===== src/rtl/irq_vec_pkg.sv =====
package irq_vec_pkg;
    localparam int NSRC     = 16;
    localparam int NPERIPH  = 11;
    localparam int NPIN     = 3;
    localparam int NPORT    = 8;
    localparam int IDXW     = $clog2(NSRC);
    localparam int BRK_IDX  = NSRC - 1;
    localparam int KEY_IDX  = 13;
    localparam logic [15:0] VEC_TOP = 16'hFFFA;

    typedef enum logic [2:0] {
        RA_REQ_LO = 3'd0,
        RA_REQ_HI = 3'd1,
        RA_EN_LO  = 3'd2,
        RA_EN_HI  = 3'd3,
        RA_EDGE   = 3'd4
    } reg_addr_e;

    typedef struct packed {
        logic            valid;
        logic [IDXW-1:0] idx;
    } pick_t;

    typedef struct packed {
        logic      we;
        reg_addr_e addr;
        logic [7:0] wdata;
    } reg_wr_t;

    // vector slot address for a priority index
    function automatic logic [15:0] vec_of(input logic [IDXW-1:0] idx);
        return VEC_TOP - {{(15-IDXW){1'b0}}, idx, 1'b0};
    endfunction

    // position of peripheral event k in the priority order
    function automatic int periph_slot(input int k);
        case (k)
            0: return 0;
            1: return 1;
            2: return 2;
            3: return 3;
            4: return 5;
            5: return 6;
            6: return 7;
            7: return 9;
            8: return 10;
            9: return 11;
            default: return 14;
        endcase
    endfunction

    // position of edge pin p in the priority order
    function automatic int pin_slot(input int p);
        return 4 + 4 * p;
    endfunction
endpackage


===== src/rtl/irq_pin_edge.sv =====
module irq_pin_edge
    import irq_vec_pkg::*;
#(
    parameter int NP = NPIN,
    parameter int NW = NPORT
) (
    input  logic          clk,
    input  logic          rst,
    input  logic [NP-1:0] pin_i,
    input  logic [NP-1:0] rise_sel_i,
    input  logic [NW-1:0] port_lvl_i,
    input  logic [NW-1:0] port_out_i,
    output logic [NP-1:0] pin_evt_o,
    output logic          key_evt_o
);
    for (genvar p = 0; p < NP; p++) begin : g_pin
        logic s1, s2, adj_prev;
        logic adj;
        // polarity-adjusted level: an active edge is always a 0->1 here
        assign adj = rise_sel_i[p] ? s2 : ~s2;
        always_ff @(posedge clk) begin
            if (rst) begin
                s1       <= 1'b0;
                s2       <= 1'b0;
                adj_prev <= 1'b1;
            end else begin
                s1       <= pin_i[p];
                s2       <= s1;
                adj_prev <= adj;
            end
        end
        assign pin_evt_o[p] = adj & ~adj_prev;
    end

    logic [NW-1:0] port_s1, port_s2;
    logic          all_hi, all_hi_prev;

    assign all_hi = &(port_s2 | port_out_i);

    always_ff @(posedge clk) begin
        if (rst) begin
            port_s1     <= '0;
            port_s2     <= '0;
            all_hi_prev <= 1'b0;
        end else begin
            port_s1     <= port_lvl_i;
            port_s2     <= port_s1;
            all_hi_prev <= all_hi;
        end
    end

    assign key_evt_o = all_hi_prev & ~all_hi;
endmodule


===== src/rtl/irq_req_bank.sv =====
module irq_req_bank
    import irq_vec_pkg::*;
(
    input  logic            clk,
    input  logic            rst,
    input  reg_wr_t         wr,
    input  reg_addr_e       rd_addr,
    input  logic [NSRC-1:0] hw_set,
    input  logic [NSRC-1:0] ack_clr,
    output logic [NSRC-1:0] req_o,
    output logic [NSRC-1:0] en_o,
    output logic [NPIN-1:0] rise_sel_o,
    output logic [7:0]      rdata_o
);
    logic [NSRC-1:0] req_q, en_q, req_keep;
    logic [NPIN-1:0] sel_q;

    always_comb begin
        req_keep = '1;
        if (wr.we && wr.addr == RA_REQ_LO) req_keep[7:0]  = wr.wdata;
        if (wr.we && wr.addr == RA_REQ_HI) req_keep[15:8] = wr.wdata;
    end

    always_ff @(posedge clk) begin
        if (rst) begin
            req_q <= '0;
            en_q  <= '0;
            sel_q <= '0;
        end else begin
            // software and acknowledge may only clear; hardware set wins
            req_q <= (req_q & req_keep & ~ack_clr) | hw_set;
            if (wr.we && wr.addr == RA_EN_LO) en_q[7:0]  <= wr.wdata;
            if (wr.we && wr.addr == RA_EN_HI) en_q[15:8] <= wr.wdata;
            if (wr.we && wr.addr == RA_EDGE)  sel_q      <= wr.wdata[NPIN-1:0];
        end
    end

    always_comb begin
        case (rd_addr)
            RA_REQ_LO: rdata_o = req_q[7:0];
            RA_REQ_HI: rdata_o = req_q[15:8];
            RA_EN_LO:  rdata_o = en_q[7:0];
            RA_EN_HI:  rdata_o = en_q[15:8];
            RA_EDGE:   rdata_o = {{(8-NPIN){1'b0}}, sel_q};
            default:   rdata_o = 8'h00;
        endcase
    end

    assign req_o      = req_q;
    assign en_o       = en_q;
    assign rise_sel_o = sel_q;
endmodule


===== src/rtl/irq_prio_pick.sv =====
module irq_prio_pick
    import irq_vec_pkg::*;
(
    input  logic [NSRC-1:0] req_i,
    input  logic [NSRC-1:0] en_i,
    input  logic            iflag_i,
    output pick_t           pick_o,
    output logic [15:0]     vector_o
);
    logic [NSRC-1:0] elig;

    always_comb begin
        elig          = req_i & en_i & {NSRC{~iflag_i}};
        elig[BRK_IDX] = req_i[BRK_IDX];
        pick_o        = '0;
        for (int i = NSRC - 1; i >= 0; i--) begin
            if (elig[i]) begin
                pick_o.valid = 1'b1;
                pick_o.idx   = IDXW'(i);
            end
        end
    end

    assign vector_o = vec_of(pick_o.idx);
endmodule


===== src/rtl/irq_vector_ctrl.sv =====
module irq_vector_ctrl
    import irq_vec_pkg::*;
(
    input  logic                clk,
    input  logic                rst,
    input  logic [NPERIPH-1:0]  periph_evt_i,
    input  logic                brk_req_i,
    input  logic [NPIN-1:0]     ext_pin_i,
    input  logic [NPORT-1:0]    port_lvl_i,
    input  logic [NPORT-1:0]    port_out_i,
    input  logic                cpu_iflag_i,
    input  logic                irq_ack_i,
    input  logic                reg_we_i,
    input  logic [2:0]          reg_addr_i,
    input  logic [7:0]          reg_wdata_i,
    output logic [7:0]          reg_rdata_o,
    output logic                irq_pending_o,
    output logic [15:0]         vector_o,
    output logic                iflag_set_o
);
    logic [NSRC-1:0] hw_set, ack_clr, req_q, en_q;
    logic [NPIN-1:0] pin_evt, rise_sel;
    logic            key_evt, ack_taken;
    logic [IDXW-1:0] win_idx;
    logic [15:0]     vec_w;
    pick_t           pick;
    reg_wr_t         wr;

    assign wr.we    = reg_we_i;
    assign wr.addr  = reg_addr_e'(reg_addr_i);
    assign wr.wdata = reg_wdata_i;

    irq_pin_edge #(.NP(NPIN), .NW(NPORT)) u_edge (
        .clk        (clk),
        .rst        (rst),
        .pin_i      (ext_pin_i),
        .rise_sel_i (rise_sel),
        .port_lvl_i (port_lvl_i),
        .port_out_i (port_out_i),
        .pin_evt_o  (pin_evt),
        .key_evt_o  (key_evt)
    );

    for (genvar k = 0; k < NPERIPH; k++) begin : g_periph
        assign hw_set[periph_slot(k)] = periph_evt_i[k];
    end
    for (genvar p = 0; p < NPIN; p++) begin : g_pinmap
        assign hw_set[pin_slot(p)] = pin_evt[p];
    end
    assign hw_set[KEY_IDX] = key_evt;
    assign hw_set[BRK_IDX] = brk_req_i;

    irq_req_bank u_bank (
        .clk        (clk),
        .rst        (rst),
        .wr         (wr),
        .rd_addr    (reg_addr_e'(reg_addr_i)),
        .hw_set     (hw_set),
        .ack_clr    (ack_clr),
        .req_o      (req_q),
        .en_o       (en_q),
        .rise_sel_o (rise_sel),
        .rdata_o    (reg_rdata_o)
    );

    irq_prio_pick u_pick (
        .req_i    (req_q),
        .en_i     (en_q),
        .iflag_i  (cpu_iflag_i),
        .pick_o   (pick),
        .vector_o (vec_w)
    );

    assign win_idx       = pick.idx;
    assign ack_taken     = irq_ack_i & pick.valid;
    assign ack_clr       = ack_taken ? (NSRC'(1) << win_idx) : '0;
    assign irq_pending_o = pick.valid;
    assign vector_o      = vec_w;
    assign iflag_set_o   = ack_taken;
endmodule


===== config.mk =====
export PLATFORM = sky130hd
export DESIGN_NAME = irq_vector_ctrl
export DESIGN_NICKNAME = d
export VERILOG_FILES = /design/src/rtl/irq_vec_pkg.sv /design/src/rtl/irq_pin_edge.sv /design/src/rtl/irq_req_bank.sv /design/src/rtl/irq_prio_pick.sv /design/src/rtl/irq_vector_ctrl.sv
export SDC_FILE = /design/constraint.sdc
export NUM_CORES = 1
export LEC_CHECK = 0
export CAP_MARGIN = 20
export CORE_MARGIN = 4
export CORE_UTILIZATION = 51
export CTS_BUF_LIST = sky130_fd_sc_hd__clkbuf_8
export CTS_CLUSTER_SIZE = 20
export DETAILED_ROUTE_END_ITERATION = 8
export HOLD_SLACK_MARGIN = 0.03
export PLACE_DENSITY = 0.82
export SKIP_LAST_GASP = 1
export SYNTH_ARGS = -nofsm -noshare
export SYNTH_HDL_FRONTEND = slang
export SYNTH_SLANG_ARGS = --single-unit

===== constraint.sdc =====
create_clock -name clk -period 2.1 [get_ports clk]
set_input_delay 0.42 -clock clk [delete_from_list [all_inputs] [get_ports clk]]
set_output_delay 0.42 -clock clk [all_outputs]
set_load 0.005 [all_outputs]

## After elaboration in Yosys (flattened, before gate mapping)

Index checks and enable logic that the tools add are counted.

| storage, ports and cells | value |
|---|---|
| register bits after elaboration | 61 |
| bits of input ports | 47 |
| word-level logic and storage cells | 72 |

| operators by class | value |
|---|---|
| add/subtract/negate cells | 1 |
| eq/ne operators | 4 |
| shift operators | 1 |
| muxes and demuxes | 23 |
| bitwise operators | 20 |
| reductions and logical operators | 7 |

Operators by type and width:

| kind | count |
|---|---|
| 2-to-1 mux 5 bit | 16 |
| case mux 8 bit (5 select lines) | 1 |
| bitwise AND 16 bit | 2 |
| bitwise AND 15 bit | 2 |
| 2-to-1 mux 16 bit | 1 |
| 2-to-1 mux 8 bit | 2 |
| NOT 16 bit | 1 |
| bitwise OR 16 bit | 1 |
| << shifter 1 x 4 -> 16 bit (first input constant) | 1 |
| NOT 1 bit | 8 |
| bitwise OR 8 bit | 1 |
| AND reduction 8 bit | 1 |
| subtractor 4 x 6 -> 7 bit (first input constant) | 1 |
| equality test 3 x 2 -> 1 bit (second input constant) | 2 |
| bitwise AND 1 bit | 5 |
| logical AND 1 bit | 5 |
| equality test 3 x 1 -> 1 bit (second input constant) | 1 |
| equality test 3 bit (second input constant) | 1 |
| logical NOT 3 bit | 1 |
| 2-to-1 mux 1 bit | 3 |

## Longest topological paths before layout

| depth | value |
|---|---|
| depth after elaboration | 22 |
| gate-level depth with buffers | 6 |
| depth with buffers taken out | 6 |

## Hierarchy

Synthesis repeated with hierarchy kept, for this count alone.

| unflattened totals | value |
|---|---|
| cells, all modules | 349 |
| area, all modules | 3078.0 sq um |

By module, submodules not included:

| module | instances | cells each | area an instance (sq um) |
|---|---|---|---|
| irq_req_bank | 1 | 190 | 1686.6 |
| irq_pin_edge | 1 | 65 | 794.5 |
| irq_prio_pick | 1 | 70 | 474.2 |
| irq_vector_ctrl | 1 | 24 | 122.6 |

## Worst setup path before layout

OpenSTA, ideal clock, no wires.

| timing | value |
|---|---|
| path type | input to output |
| start | input cpu_iflag_i |
| end | output vector_o[3] |
| arrival time | 1.647 ns |
| data required time | 1.680 ns |
| path slack | 0.033 ns |
| stages | 6 |
| path buffers | 0 |
| cell sequence | nand3b_4 > nand2b_2 > a21oi_2 > o41ai_4 > ha_1 > inv_1 |

| between the ends | value |
|---|---|
| longest elaborated chain between the ends | 18 |

Ends and longest elaborated chain:

| item | line | text |
|---|---|---|
| start, declared | irq_vector_ctrl.sv:11 | `input logic cpu_iflag_i,` |
| NOT 1 bit (*) | irq_prio_pick.sv:13 | `elig = req_i & en_i & {NSRC{~iflag_i}};` |
| bitwise AND 15 bit (*) | irq_prio_pick.sv:13 |  |
| 2-to-1 mux 5 bit (14 in series) | irq_prio_pick.sv:17 | `if (elig[i]) begin` |
| 2-to-1 mux 5 bit (*) | irq_prio_pick.sv:17 |  |
| subtractor 4 x 6 -> 7 bit (*) | irq_vec_pkg.sv:32 | `return VEC_TOP - {{(15-IDXW){1'b0}}, idx, 1'b0};` |
| end, declared | irq_vector_ctrl.sv:18 | `output logic [15:0] vector_o,` |

Every way passes the cells marked *; elsewhere a longest branch is shown, timed or not.

## Worst setup path in the final report

| timing | value |
|---|---|
| start | input cpu_iflag_i |
| end | output vector_o[4] |

Same word-level chain as after synthesis.

==> flow_metrics.env <==
export IMPL_routedWlPerCell_um=19.5
export IMPL_timing_worst_setup_path_type="primary input to primary output"
export IMPL_synthDominantAreaCellType="sky130_fd_sc_hd__dfxtp_1"
export IMPL_synth_sequential_area_ratio=0.414
export IMPL_place_port_buffers=61
export IMPL_die_width_um=84.1
export IMPL_place_area_um2=4110
export IMPL_insertedDiodeCount=0
export IMPL_core_region_area_um2=5570
export IMPL_yosysUniqueCellTypes=53
export IMPL_die_extent_in_y_um=84.1
export IMPL_layout_worst_path_cycle_share=1.14
export IMPL_post_route_standard_cell_area_excluding_fillers_um2=4660
export IMPL_drt_drc_violations_left=0
export IMPL_antenna_found_initial=0
export IMPL_critical_path_arrival_ns=1.97
export IMPL_tritoncts_clock_tree="done"
export IMPL_dp_final_hpwl_um=7020
export IMPL_syn_area_per_cell_um2=8.76
export IMPL_overflow=0
export IMPL_p_leak_uw=0.00199
export IMPL_maxSlewViolCount=0
export IMPL_yosys_warnings=0
export IMPL_route_antenna_remaining_nets=0
export IMPL_vdd_drop_max_mv=0.583
export IMPL_final_layout_size_suffix_gt1_frac=0.382
export IMPL_globalRouteTotalUtil=0.279
export IMPL_post_route_min_period_ns=2.39
export IMPL_multiInputGateArea_um2=1780
export IMPL_cts_num_sinks=61
export IMPL_yosys_cell_count_top_type="sky130_fd_sc_hd__dfxtp_1"
export IMPL_cts_reportedPaths_clkPinSlew_ns=0.07
export IMPL_hp_class="primary input to register"
export IMPL_vias=3362
export IMPL_synth_top_cell_area_share=0.414
export IMPL_cts_root_buf="sky130_fd_sc_hd__clkbuf_8"
export IMPL_cts_buffers=9
export IMPL_layout_setup_ws_ns=-0.292
export IMPL_final_setup_viol_count=10
export IMPL_finClkSkew_ns=0.00973
export IMPL_routed_wirelength_um=10900
export IMPL_grt_max_degree=30
export IMPL_netlist_top_cells_count="61 x sky130_fd_sc_hd__dfxtp_1, 41 x sky130_fd_sc_hd__nand2_1, 30 x sky130_fd_sc_hd__nor2b_1, 29 x sky130_fd_sc_hd__nor2_1, 20 x sky130_fd_sc_hd__a21oi_1"
export IMPL_rsz_0062_raised_after_global_routing="true"
export IMPL_total_power_uw=2750
export IMPL_worst_path_max_fanout=5
export IMPL_num_fill_cells=328
export IMPL_cts_hold_buf=0
export IMPL_cts_max_level=3
export IMPL_synth_async_sr_flop_share=0
export IMPL_violations="setup timing"
export IMPL_synth_area_top_cells="sky130_fd_sc_hd__dfxtp_1 41%, sky130_fd_sc_hd__nor2b_1 6.4%, sky130_fd_sc_hd__nand2_1 5.2%, sky130_fd_sc_hd__mux2i_1 5.1%, sky130_fd_sc_hd__mux4_2 4.6%"
export IMPL_critPathCaptureType="primary output"
export IMPL_detailedRoute_firstIterationViolations=391
export IMPL_clk_path_buf_depth=2
export IMPL_critPathLaunchType="primary input"
export IMPL_design_portCount=73
export IMPL_maxCapViolCount=0
export IMPL_timing_final_hold_violations=0
export IMPL_design_die_area_um2=7070
export IMPL_clock_insertion_delay_worst_skew_ns=0.35
export IMPL_finalNetCount=530
export IMPL_synth_ff_type="sky130_fd_sc_hd__dfxtp_1"
export IMPL_grt_pass1_vias=3153
export IMPL_postSynthCellCount=337
export IMPL_std_cell_rows=27
export IMPL_initial_utilization=0.530
export IMPL_sequential_cell_area_um2=1250
export IMPL_grt_first_pass_wirelength_um=15600
export IMPL_synthesized_area_um2=2950
export IMPL_synth_ff_latch_count=61
export IMPL_vias_per_cell=6.01
export IMPL_synth_edff_count=0
export IMPL_relative_area_change_from_synthesis_to_final_layout_pct=57.8
export IMPL_drt_pass1_iter_count=7
export IMPL_place_gp_congestion=0.974
export IMPL_cp_data_required_time_ns=1.68
export IMPL_maxClockFrequency_mhz=418
export IMPL_power_density_cell_area_nw_per_um2=591
export IMPL_outcome="finished with violations"
==> cell usage in the layout, fill, tap and decap left out, drive strengths merged, types with 7 or more instances in the layout <==
| cell | instances |
|---|---|
| inv | 15 |
| nor2b | 30 |
| mux2i | 15 |
| nand2 | 42 |
| a21oi | 21 |
| a221oi | 8 |
| o21ai | 17 |
| dfxtp | 61 |
| nor2 | 31 |
| buf | 97 |
| clkbuf | 10 |
| clkdlybuf4s50 | 41 |
| clkdlybuf4s15 | 7 |
| conb | 11 |
==> where the power goes <==
| group | total (µW) | switching (µW) | leakage [µW] | internal, µW |
|---|---|---|---|---|
| clock | 982 | 514 | 0.0000928 | 468 |
| sequential | 1240 | 32.9 | 0.000507 | 1210 |
| combinational | 531 | 244 | 0.00139 | 287 |
==> per-stage QoR <==
stage               hold WS, ns  setup WS [ns]  TNS [ns]   util  instances
floorplan                 0.414         0.0325         0      -        346
global placement          0.416         -0.848    -14.19  0.737        526
detailed placement        0.425         -0.880    -15.60  0.737        526
CTS                       0.317         -0.195    -0.782  0.798        552
global route              0.332         -0.346     -2.20  0.835        559
finish                    0.323         -0.292     -1.33  0.835        559
==> cell type report <==
cell class                      instances  area share
Inverter                               14      0.0113
Clock inverter                          6      0.0102
Sequential cell                        61       0.268
Timing Repair Buffer                  150       0.279
Clock buffer                           10      0.0296
Multi-Input combinational cell        246       0.383
Tap cell                               72      0.0193
==> per-layer routing <==
metal / wire length (µm) / GRT usage / vias to the layer above
li1: - / - / 1461
met1: 3890 / 0.318 / 1544
met2: 5320 / 0.472 / 268
met3: 1050 / 0.0661 / 89
met4: 674 / 0.161 / 0
met5: 0 / 0 / -
==> path summary, 6_finish.rpt <==
| check | start | to | slack [ns] | cells after the start |
|---|---|---|---|---|
| min | rst | u_bank.en_o[0] | 0.32 | 2 |
| max reg2reg | u_bank.en_o[1] | u_bank.req_o[14] | -0.05 | 7 |
| max | cpu_iflag_i | vector_o[4] | -0.29 | 8 |
| min reg2reg | u_edge.g_pin[2].adj_prev | u_bank.req_o[12] | 0.43 | 1 |
==> worst max-delay path: stages <==
cell and delay, ns:
sky130_fd_sc_hd__clkdlybuf4s15_2 0.24, sky130_fd_sc_hd__buf_4 0.19, sky130_fd_sc_hd__a21o_1 0.16, sky130_fd_sc_hd__a21oi_2 0.09, sky130_fd_sc_hd__o41ai_4 0.37, sky130_fd_sc_hd__ha_2 0.23
sky130_fd_sc_hd__xnor2_1 0.11, sky130_fd_sc_hd__buf_2 0.14
==> state kept, by name, summed over array words and instances, names as in the netlist <==
name,flops
u_bank.req_o,16
u_edge.all_hi_prev,1
u_edge.g_pin.s2,3
u_edge.port_s1,8
u_bank.rise_sel_o,3
u_bank.en_o,16
u_edge.g_pin.adj_prev,3
u_edge.g_pin.s1,3
u_edge.port_s2,8
==> cell families (layout without fill, tap and decap cells) <==
group                      after synthesis  in the layout  synth area share
adders and majority gates                1              1           0.00424
other                                    2             11           0.00254
DFF                                     61             61             0.414
AOI/OAI and AO/OA                       79             79             0.186
muxes                                   21             21            0.0966
and+or+nand+nor                        130            130             0.221
xor gates and xnor gates                 4              4            0.0119
buffers and inverters                   39            180            0.0644
==> repair_timing <==
action | in CTS | in global routing
endpoints found under the setup margin | 24 | 25
resized for setup | 83 | 44
pin swaps | 14 | 20
setup buffers | 11 | 8
(Power assumes the default switching activity.)
